--- src/rtl/wdog_pkg.sv ---
package wdog_pkg;
  localparam int unsigned ADDR_W   = 8;
  localparam int unsigned DATA_W   = 8;
  localparam int unsigned EXP_W    = 3;
  localparam int unsigned DIS_BIT  = 7;
  localparam logic [ADDR_W-1:0] CFG_ADDR  = 8'h0D;
  localparam logic [ADDR_W-1:0] KICK_ADDR = 8'h0A;
  localparam logic [DATA_W-1:0] KEY_FIRST  = 8'h1E;
  localparam logic [DATA_W-1:0] KEY_SECOND = 8'hE1;

  typedef enum logic {
    UNLK_IDLE  = 1'b0,
    UNLK_ARMED = 1'b1
  } unlock_t;
endpackage

--- src/rtl/wdog_unlock.sv ---
module wdog_unlock
  import wdog_pkg::*;
(
  input  logic              clk,
  input  logic              rst_n,
  input  logic              wr_en,
  input  logic [ADDR_W-1:0] wr_addr,
  input  logic [DATA_W-1:0] wr_data,
  output logic              kick
);
  unlock_t state_q;
  logic    hit_clr;

  assign hit_clr = wr_en && (wr_addr == KICK_ADDR);
  // second key accepted only directly after the first
  assign kick    = hit_clr && (wr_data == KEY_SECOND) && (state_q == UNLK_ARMED);

  always_ff @(posedge clk) begin
    if (!rst_n) begin
      state_q <= UNLK_IDLE;
    end else if (wr_en) begin
      // any strobed write other than the first key disarms
      state_q <= (hit_clr && (wr_data == KEY_FIRST)) ? UNLK_ARMED : UNLK_IDLE;
    end
  end
endmodule

--- src/rtl/wdog_prescale.sv ---
module wdog_prescale
  import wdog_pkg::*;
#(
  parameter int unsigned XW = EXP_W
) (
  input  logic          clk,
  input  logic          rst_n,
  input  logic          run,
  input  logic          restart,
  input  logic [XW-1:0] expo,
  output logic          tick
);
  localparam int unsigned DIV_W = (1 << XW) - 1;

  logic [DIV_W-1:0] div_q;
  logic [DIV_W-1:0] mask;

  always_comb begin
    for (int i = 0; i < DIV_W; i++) begin
      mask[i] = (i < int'(expo));
    end
  end

  assign tick = run && ((div_q & mask) == mask);

  always_ff @(posedge clk) begin
    if (!rst_n || !run || restart) begin
      div_q <= '0;
    end else begin
      div_q <= div_q + 1'b1;
    end
  end
endmodule

--- src/rtl/wdog_counter.sv ---
module wdog_counter #(
  parameter int unsigned CNT_W = 16
) (
  input  logic clk,
  input  logic rst_n,
  input  logic run,
  input  logic restart,
  input  logic tick,
  output logic req
);
  logic [CNT_W-1:0] cnt_q;
  logic             at_top;

  assign at_top = &cnt_q;

  always_ff @(posedge clk) begin
    if (!rst_n || !run || restart) begin
      cnt_q <= '0;
    end else if (tick) begin
      cnt_q <= cnt_q + 1'b1;
    end
  end

  always_ff @(posedge clk) begin
    if (!rst_n) begin
      req <= 1'b0;
    end else begin
      // a clear on the overflow edge suppresses the request
      req <= run && !restart && tick && at_top;
    end
  end
endmodule

--- src/rtl/wdog_prescaled.sv ---
module wdog_prescaled
  import wdog_pkg::*;
#(
  parameter int unsigned CNT_W = 16
) (
  input  logic        clk,
  input  logic        rst_n,
  input  logic        wr_en,
  input  logic [7:0]  wr_addr,
  input  logic [7:0]  wr_data,
  output logic        rst_req
);
  logic [EXP_W-1:0] expo_q;
  logic             dis_q;
  logic             kick;
  logic             tick;
  logic             run;

  // configuration register
  always_ff @(posedge clk) begin
    if (!rst_n) begin
      expo_q <= '0;
      dis_q  <= 1'b0;
    end else if (wr_en && (wr_addr == CFG_ADDR)) begin
      expo_q <= wr_data[EXP_W-1:0];
      dis_q  <= wr_data[DIS_BIT];
    end
  end

  assign run = !dis_q;

  wdog_unlock u_unlock (
    .clk     (clk),
    .rst_n   (rst_n),
    .wr_en   (wr_en),
    .wr_addr (wr_addr),
    .wr_data (wr_data),
    .kick    (kick)
  );

  wdog_prescale #(.XW(EXP_W)) u_pre (
    .clk     (clk),
    .rst_n   (rst_n),
    .run     (run),
    .restart (kick),
    .expo    (expo_q),
    .tick    (tick)
  );

  wdog_counter #(.CNT_W(CNT_W)) u_cnt (
    .clk     (clk),
    .rst_n   (rst_n),
    .run     (run),
    .restart (kick),
    .tick    (tick),
    .req     (rst_req)
  );
endmodule

--- config.mk ---
export PLATFORM = sky130hd
export DESIGN_NAME = wdog_prescaled
export DESIGN_NICKNAME = d
export VERILOG_FILES = /design/src/rtl/wdog_pkg.sv /design/src/rtl/wdog_unlock.sv /design/src/rtl/wdog_prescale.sv /design/src/rtl/wdog_counter.sv /design/src/rtl/wdog_prescaled.sv
export SDC_FILE = /design/constraint.sdc
export NUM_CORES = 1
export LEC_CHECK = 0
export ABC_CLOCK_PERIOD_IN_PS = 2350
export BUFFER_PORTS_ARGS = -buffer_cell sky130_fd_sc_hd__buf_2
export CAP_MARGIN = 25
export CORE_MARGIN = 2
export CORE_UTILIZATION = 35
export CTS_CLUSTER_DIAMETER = 50
export DETAILED_ROUTE_END_ITERATION = 7
export GPL_TIMING_DRIVEN = 1
export PLACE_DENSITY_LB_ADDON = 0.05
export RECOVER_POWER = 25
export SLEW_MARGIN = 20
export SYNTH_ARGS = -nofsm -noshare
export SYNTH_HDL_FRONTEND = slang
export SYNTH_SLANG_ARGS = --single-unit
--- constraint.sdc ---
create_clock -name clk -period 2.35 [get_ports clk]
set_input_delay 0 -clock clk [delete_from_list [all_inputs] [get_ports clk]]
set_output_delay 0 -clock clk [all_outputs]
set_load 0.02 [all_outputs]
==> metrics.cfg, run 1 <==
[clock_network]
clock_path_buffers=2
clock_sinks=29
clk_latency_ps=270
post_cts_buffers=0
numCtsBuffers=5
htree_levels=2
cts_tree=built
ctsResizeCount=0
clk_pin_slew_ps=60
hold_buffers=0
cts_root_buf=clkbuf_8

[timing]
max_freq_mhz=514
setup_tns_ps=0
fin_skew_ps=2.99
post-route-period-util_pct=82.9
hold_viol_final=0
tightest_slew_ps=731
finalCriticalPeriod_ps=1950
setup_viol_count_final=0
hold-worst-slack_ps=19.9
timing.slew.headroom_pct=51.3
timing.final.max_slew_violations=0
rsz0062_at_grt=false

[synthesis]
synth_flop_cell=dfxtp_1
yosysWarnings=0
synth.avg_cell_area_um2=9.55
async_reset_ff_share_pct=0
synth_nets=188
synth.distinct_cells=39
synth-seq-cells=29
yosys-top-cells-area=dfxtp_1, o31ai_1, or4_4
synthCells=167
synth_top_area_share_pct=36.4
syn-cell-area_mm2=0.00160
yosysTopAreaCell=dfxtp_1
seq_area_frac_synth_pct=36.4
synth-edff-count=0

[grt]
grt_max_degree=34
overflow=0
antenna_found_initial=0
globalRouteTotalUtil_pct=14.5
grt_pass1_vias=1303
grt_first_pass_wirelength_um=5870

[min_path]
min_from=wr_data[2]
holdCritPathClass=in2reg
min_path_cells=3
holdPathEnd=expo_q[2]

[run]
maxCapViolCount=0

[drt]
drt-initial-drc-count=66
wl_per_cell_um=13.8
antenna_left=0
drt_pass1_iterations=4
wirelength_um=3300
via_per_inst=5.61
num_vias=1340
drcViolationCount=0

[critical_path]
reg2reg_from=u_pre.div_q[0]
ff2ff_setup_slack_ps=400
cp_top_family=simple AND/OR/NAND/NOR gates
crit_slowest_cell=or4_1
ff2ff_path_depth=6
cp_max_fo=17
critPathMaxStageDelay_ps=480
cp-start-kind=flop
path_class=reg2reg
end_kind=flop
reg2reg_to=u_cnt.cnt_q[4]
critPathBufInv=1
arrival_ps=2150
crit_required_ps=2550
path_cells=nand4_2 -> a21oi_2 -> o21ai_2 -> buf_8 -> or4_1 -> a21oi_1

[final_layout]
diodes=0
multiInputGateArea_um2=897
drive_gt1_share_pct=30.5
num-nets-final=207
n_fill_cell=455
area_growth_pct=10.8
stdcell_count=239
regArea_um2=581
postLayoutCellArea_mm2=0.00177

[floorplan]
dieArea_mm2=0.00511
ios=20
start_util_pct=36.4
coreArea_mm2=0.00438
die_w_um=71.5
die_h_um=71.5
rows=24

[pwr]
power_leakage_nw=0.620
power_per_cell_area_mw_per_mm2=572
peakVddDrop_v=0.000292

[placed_design]
routabilityCongestion=0.789
dp_hpwl_um=2360
dpl_cell_area_mm2=0.00167
io_buffers=19
dp.cells=231

[outcome]
status=complete, no violations

## area by class of cell
type	instances	area share [%]
Tap cell	52	3.68
Multi-Input combinational cell	126	50.7
Clock inverter	1	0.283
Inverter	4	0.849
Sequential cell	29	32.8
Timing Repair Buffer	20	6.16
Clock buffer	7	5.45
## metrics by stage
step | total power [mW] | setup WS, ps | utilization, %
6_report | 1.01 | 403 | 40.3
5_1_grt | 1.06 | 160 | 40.3
4_1_cts | 1.04 | 387 | 40.4
3_5_place_dp | 0.580 | 405 | 38.0
3_3_place_gp | 0.578 | 473 | 37.7
2_1_floorplan | 0.555 | 689 | -
## metal layers
metal / vias up / track usage (%) / wire (um)
li1: 673 / - / -
met3: 6 / 3.80 / 98
met1: 636 / 18.5 / 1590
met2: 25 / 23.6 / 1570
met5: - / 0 / 0
met4: 0 / 5.45 / 46
## report_power, final
part	switching [mW]	internal, mW	leakage [nW]
sequential	0.0118	0.501	0.235
combinational	0.0295	0.0271	0.331
clock	0.179	0.264	0.0542
## synthesized netlist by cell type, types with 2 or more instances
cell type,count
clkbuf_8,5
buf_6,3
inv_1,4
o21a_1,2
or4_1,5
nand3_1,11
o21ai_0,2
nor4_1,2
xor2_1,2
dfxtp_1,29
mux2i_1,4
a21oi_2,10
nor4b_1,3
a21oi_1,8
and3_2,2
ha_1,2
xnor2_1,3
and2_1,2
nor3_1,2
nor2_1,11
nand3b_1,2
or4_4,9
nand2_1,7
o31ai_1,14
nand4_1,4
nor2b_1,5
o21ai_2,2
## cells in the final DEF (no fill, tap or decap), types with 2 or more instances in the layout
cell      Yosys  final
o21ai_0       2      2
or4_4         9      9
o31ai_1      14     14
o21a_1        2      2
nor3_1        2      2
nand4_1       4      4
nand3b_1      2      2
xnor2_1       3      3
nand3_1      11     11
or4_1         5      5
clkbuf_8      5      7
nor2b_1       5      5
ha_1          2      2
nor4_1        2      2
nand2_1       7      7
buf_2         0     18
inv_1         4      4
a21oi_2      10     10
o21ai_2       2      2
mux2i_1       4      4
xor2_1        2      2
dfxtp_1      29     29
nor4b_1       3      3
and3_2        2      2
a21oi_1       8      8
nor2_1       11     11
## worst reg2reg max path: stages (launching register included)
cell and delay [ps]:
dfxtp_1 450, nand4_2 160, a21oi_2 170, o21ai_2 220, buf_8 240, or4_1 480
a21oi_1 160
## state kept, by name (all words and copies together), names as in the netlist
| register | flops |
|---|---|
| u_unlock.state_q | 1 |
| dis_q | 1 |
| u_cnt.cnt_q | 16 |
| expo_q | 3 |
| u_cnt.req | 1 |
| u_pre.div_q | 7 |
## how the worst max path moves through the flow
| stage | endpoint | start | depth (start not counted) |
|---|---|---|---|
| after global routing | u_cnt.cnt_q[12] | u_cnt.cnt_q[0] | 6 |
| final | u_cnt.cnt_q[4] | u_pre.div_q[0] | 6 |
| after global placement | u_cnt.req | wr_addr[5] | 6 |
| after floorplan | u_cnt.cnt_q[12] | u_cnt.cnt_q[0] | 6 |
| after CTS | u_cnt.cnt_q[4] | u_pre.div_q[0] | 6 |
| after detailed placement | u_cnt.cnt_q[4] | u_pre.div_q[0] | 6 |
## logic make-up (layout without fill, tap and decap cells)
logic type / after synthesis / in the layout / share of synthesized area, %
AO/OA/AOI/OAI: 41 / 41 / 19.0
XOR/XNOR: 5 / 5 / 2.75
adder cells (fa/ha/maj): 2 / 2 / 1.57
buffers and inverters: 12 / 32 / 7.37
flip-flops: 29 / 29 / 36.4
multiplexers: 4 / 4 / 2.51
AND/OR/NAND/NOR: 74 / 74 / 30.4
No activity file was read; power rests on OpenSTA's default activity.
==> inputs of run 2 (changes only) <==
Settings changed: ABC_AREA set to 1, ABC_CLOCK_PERIOD_IN_PS 2350 to 1900.
Clock period 2.35 ns to 1.9 ns, I/O delays scaled along.
==> metrics.cfg, run 2 <==
[clock_network]
cts_tree=built
clk_pin_slew_ps=70  ; about the same
htree_levels=2  ; unchanged
clk_latency_ps=280  ; about the same
cts_root_buf=clkbuf_8
clock_sinks=29  ; unchanged
numCtsBuffers=5  ; unchanged
clock_path_buffers=2  ; unchanged
ctsResizeCount=0  ; unchanged

[drt]
via_per_inst=4.45  ; -21%
wirelength_um=3820  ; +16%
num_vias=1602  ; +20%
drcViolationCount=0  ; unchanged
wl_per_cell_um=10.6  ; -23%
drt_pass1_iterations=4  ; unchanged
drt-initial-drc-count=67  ; +1.5%
antenna_left=0  ; unchanged

[synthesis]
synth.avg_cell_area_um2=6.90  ; -28%
synth_flop_cell=dfxtp_1
synth_top_area_share_pct=32.4  ; -4.0 points
yosys-top-cells-area=dfxtp_1, nand2_1, nor2_1
synth-edff-count=0  ; unchanged
yosysMostFrequentCell=nand2_1
synthCells=260  ; +56%
yosysWarnings=0  ; unchanged
syn-cell-area_mm2=0.00179  ; +12%
yosysTopAreaCell=dfxtp_1
seq_area_frac_synth_pct=32.4  ; -4.0 points
synth-seq-cells=29  ; unchanged
async_reset_ff_share_pct=0  ; unchanged
synth.distinct_cells=33  ; -15%
synth_nets=281  ; +49%
synthTopCellsByCount=nand2_1, nor2_1, dfxtp_1

[pwr]
power_leakage_nw=0.758  ; +22%
peakVddDrop_v=0.000266  ; -8.7%
p_int_mw=0.989  ; +25%
power_per_cell_area_mw_per_mm2=622  ; +8.7%
p_switching_mw=0.307  ; +40%
swShare_pct=23.7  ; +2.0 points
power.combinational.fraction_pct=7.1  ; +1.5 points
p_total_mw=1.30  ; +28%
p_seq_share_pct=48.8  ; -1.9 points
p_clk_share_pct=44.0  ; +0.2 points

[timing]
fin_skew_ps=7.91  ; +4.92 ps
tightest_slew_ps=400  ; -331 ps
timing.slew.headroom_pct=73.0  ; +22 points
finalCriticalPeriod_ps=1540
max_freq_mhz=648
setup_tns_ps=0  ; unchanged
post-route-period-util_pct=81.2
setup_viol_count_final=0  ; unchanged
rsz0062_at_grt=false
hold_viol_final=0  ; unchanged
timing.final.max_slew_violations=0  ; unchanged

[placed_design]
dp_hpwl_um=2940  ; +25%
io_buffers=19  ; unchanged
routabilityCongestion=0.835  ; +5.8%

[floorplan]
rows=26  ; +8.3%
die_w_um=75.6  ; +5.7%
dieArea_mm2=0.00572  ; +12%
ios=20  ; unchanged
coreArea_mm2=0.00504  ; +15%
start_util_pct=35.6  ; -0.80 points
die_h_um=75.6  ; +5.7%

[grt]
overflow=0  ; unchanged
antenna_found_initial=0  ; unchanged
globalRouteTotalUtil_pct=15.1  ; +0.62 points
grt_pass1_vias=1433  ; +10%
grt_first_pass_wirelength_um=6490  ; +11%
grt_max_degree=17  ; -50%

[critical_path]
arrival_ps=1700  ; -450 ps
path_cells=dlygate4sd3_1 -> clkbuf_1 -> nand2_1 -> nor2_1 -> nand2_1 -> o21ai_0 -> clkbuf_1 -> nor2_1
end_kind=flop
path_class=in2reg
critPathMaxStageDelay_ps=520  ; +40 ps
cp-start-kind=input port
reg2reg_from=u_unlock.state_q
crit_slowest_cell=dlygate4sd3_1
cp_max_fo=8  ; -9
cp_top_family=buffers and inverters
critPathBufInv=3  ; +2
crit_required_ps=2060  ; -490 ps
worstSetupStartpoint=wr_en

[final_layout]
final_common_cell=nand2_1
diodes=0  ; unchanged
num-nets-final=310  ; +50%
reg_top3=u_cnt.cnt_q (16), u_pre.div_q (7), expo_q (3)
area_growth_pct=16.0
drive_gt1_share_pct=23.1  ; -7.4 points
top_register=u_cnt.cnt_q
mostFrequentLayoutCells=nand2_1, nor2_1, dfxtp_1, inv_1, nand3_1
largest_register_ffs=16  ; unchanged

[min_path]
holdCritPathClass=in2reg
min_from=wr_data[2]

[run]
maxCapViolCount=0  ; unchanged

[outcome]
status=complete, no violations

-- run 2: worst paths after layout --
check	cells after the start	slack (ps)	endpoint
setup reg to reg	6	430	u_pre.div_q[5]
hold / removal	3	10	expo_q[2]
hold reg to reg	1	460	u_pre.div_q[0]
setup / recovery	8	360	u_pre.div_q[5]
-- run 2: logic make-up (layout without fill, tap and decap cells) --
logic type | count (synthesis) | count (layout) | share of synthesized area, %
AO/OA/AOI/OAI | 29 | 29 | 11.5
buffers and inverters | 29 | 59 | 7.74
AND/OR/NAND/NOR | 163 | 163 | 43.1
adder cells (fa/ha/maj) | 2 | 2 | 1.39
flip-flops | 29 | 29 | 32.4
XOR/XNOR | 8 | 8 | 3.91
-- run 2: power groups by stage --
stage	Sequential [mW]	Combinational, mW	Clock, mW
global placement	0.646	0.0935	0
floorplan	0.644	0.0597	0
global route	0.635	0.104	0.619
CTS	0.633	0.0957	0.591
finish	0.633	0.0926	0.570
detailed placement	0.646	0.0922	0
-- run 2: repair_timing --
action                    CTS  global route
buffers inserted            0             0
hold buffers                3             0
hold endpoints to repair    4             0
-- run 2: per-layer routing --
layer  wire (um)  vias to the layer above  GRT usage, %
met5           0                        -             0
met4          55                        0          5.85
met3          93                        4          3.57
met2        1600                       15          22.2
met1        2070                      696          21.4
li1            -                      887             -
-- run 2: per-stage QoR --
stage | instances | hold WS (ps) | cell area (um2) | util, % | setup WS [ps]
after floorplan | 260 | 132 | 1790 | - | 608
after global placement | 349 | 280 | 1960 | 38.9 | 535
after detailed placement | 349 | 283 | 1960 | 38.9 | 500
after CTS | 360 | 9.34 | 2090 | 41.5 | 472
after global routing | 360 | 35.4 | 2080 | 41.3 | 172
final | 360 | 9.95 | 2080 | 41.3 | 357
-- run 2: worst register-to-register path, stage by stage (launching register included) --
cell and delay (ps):
dfxtp_1 330, nand2_1 60, nor2_1 90, nand3_1 70, o21ai_0 360, clkbuf_1 380
nor2_1 70
-- run 2: final cells by class --
type                            count  area [um2]
Tap cell                           70        87.6
Inverter                           26         100
Timing Repair Buffer               25         141
Multi-Input combinational cell    202        1070
Clock buffer                        7        96.3
Sequential cell                    29         581
Fill cell                         555        2960
Clock inverter                      1        5.00
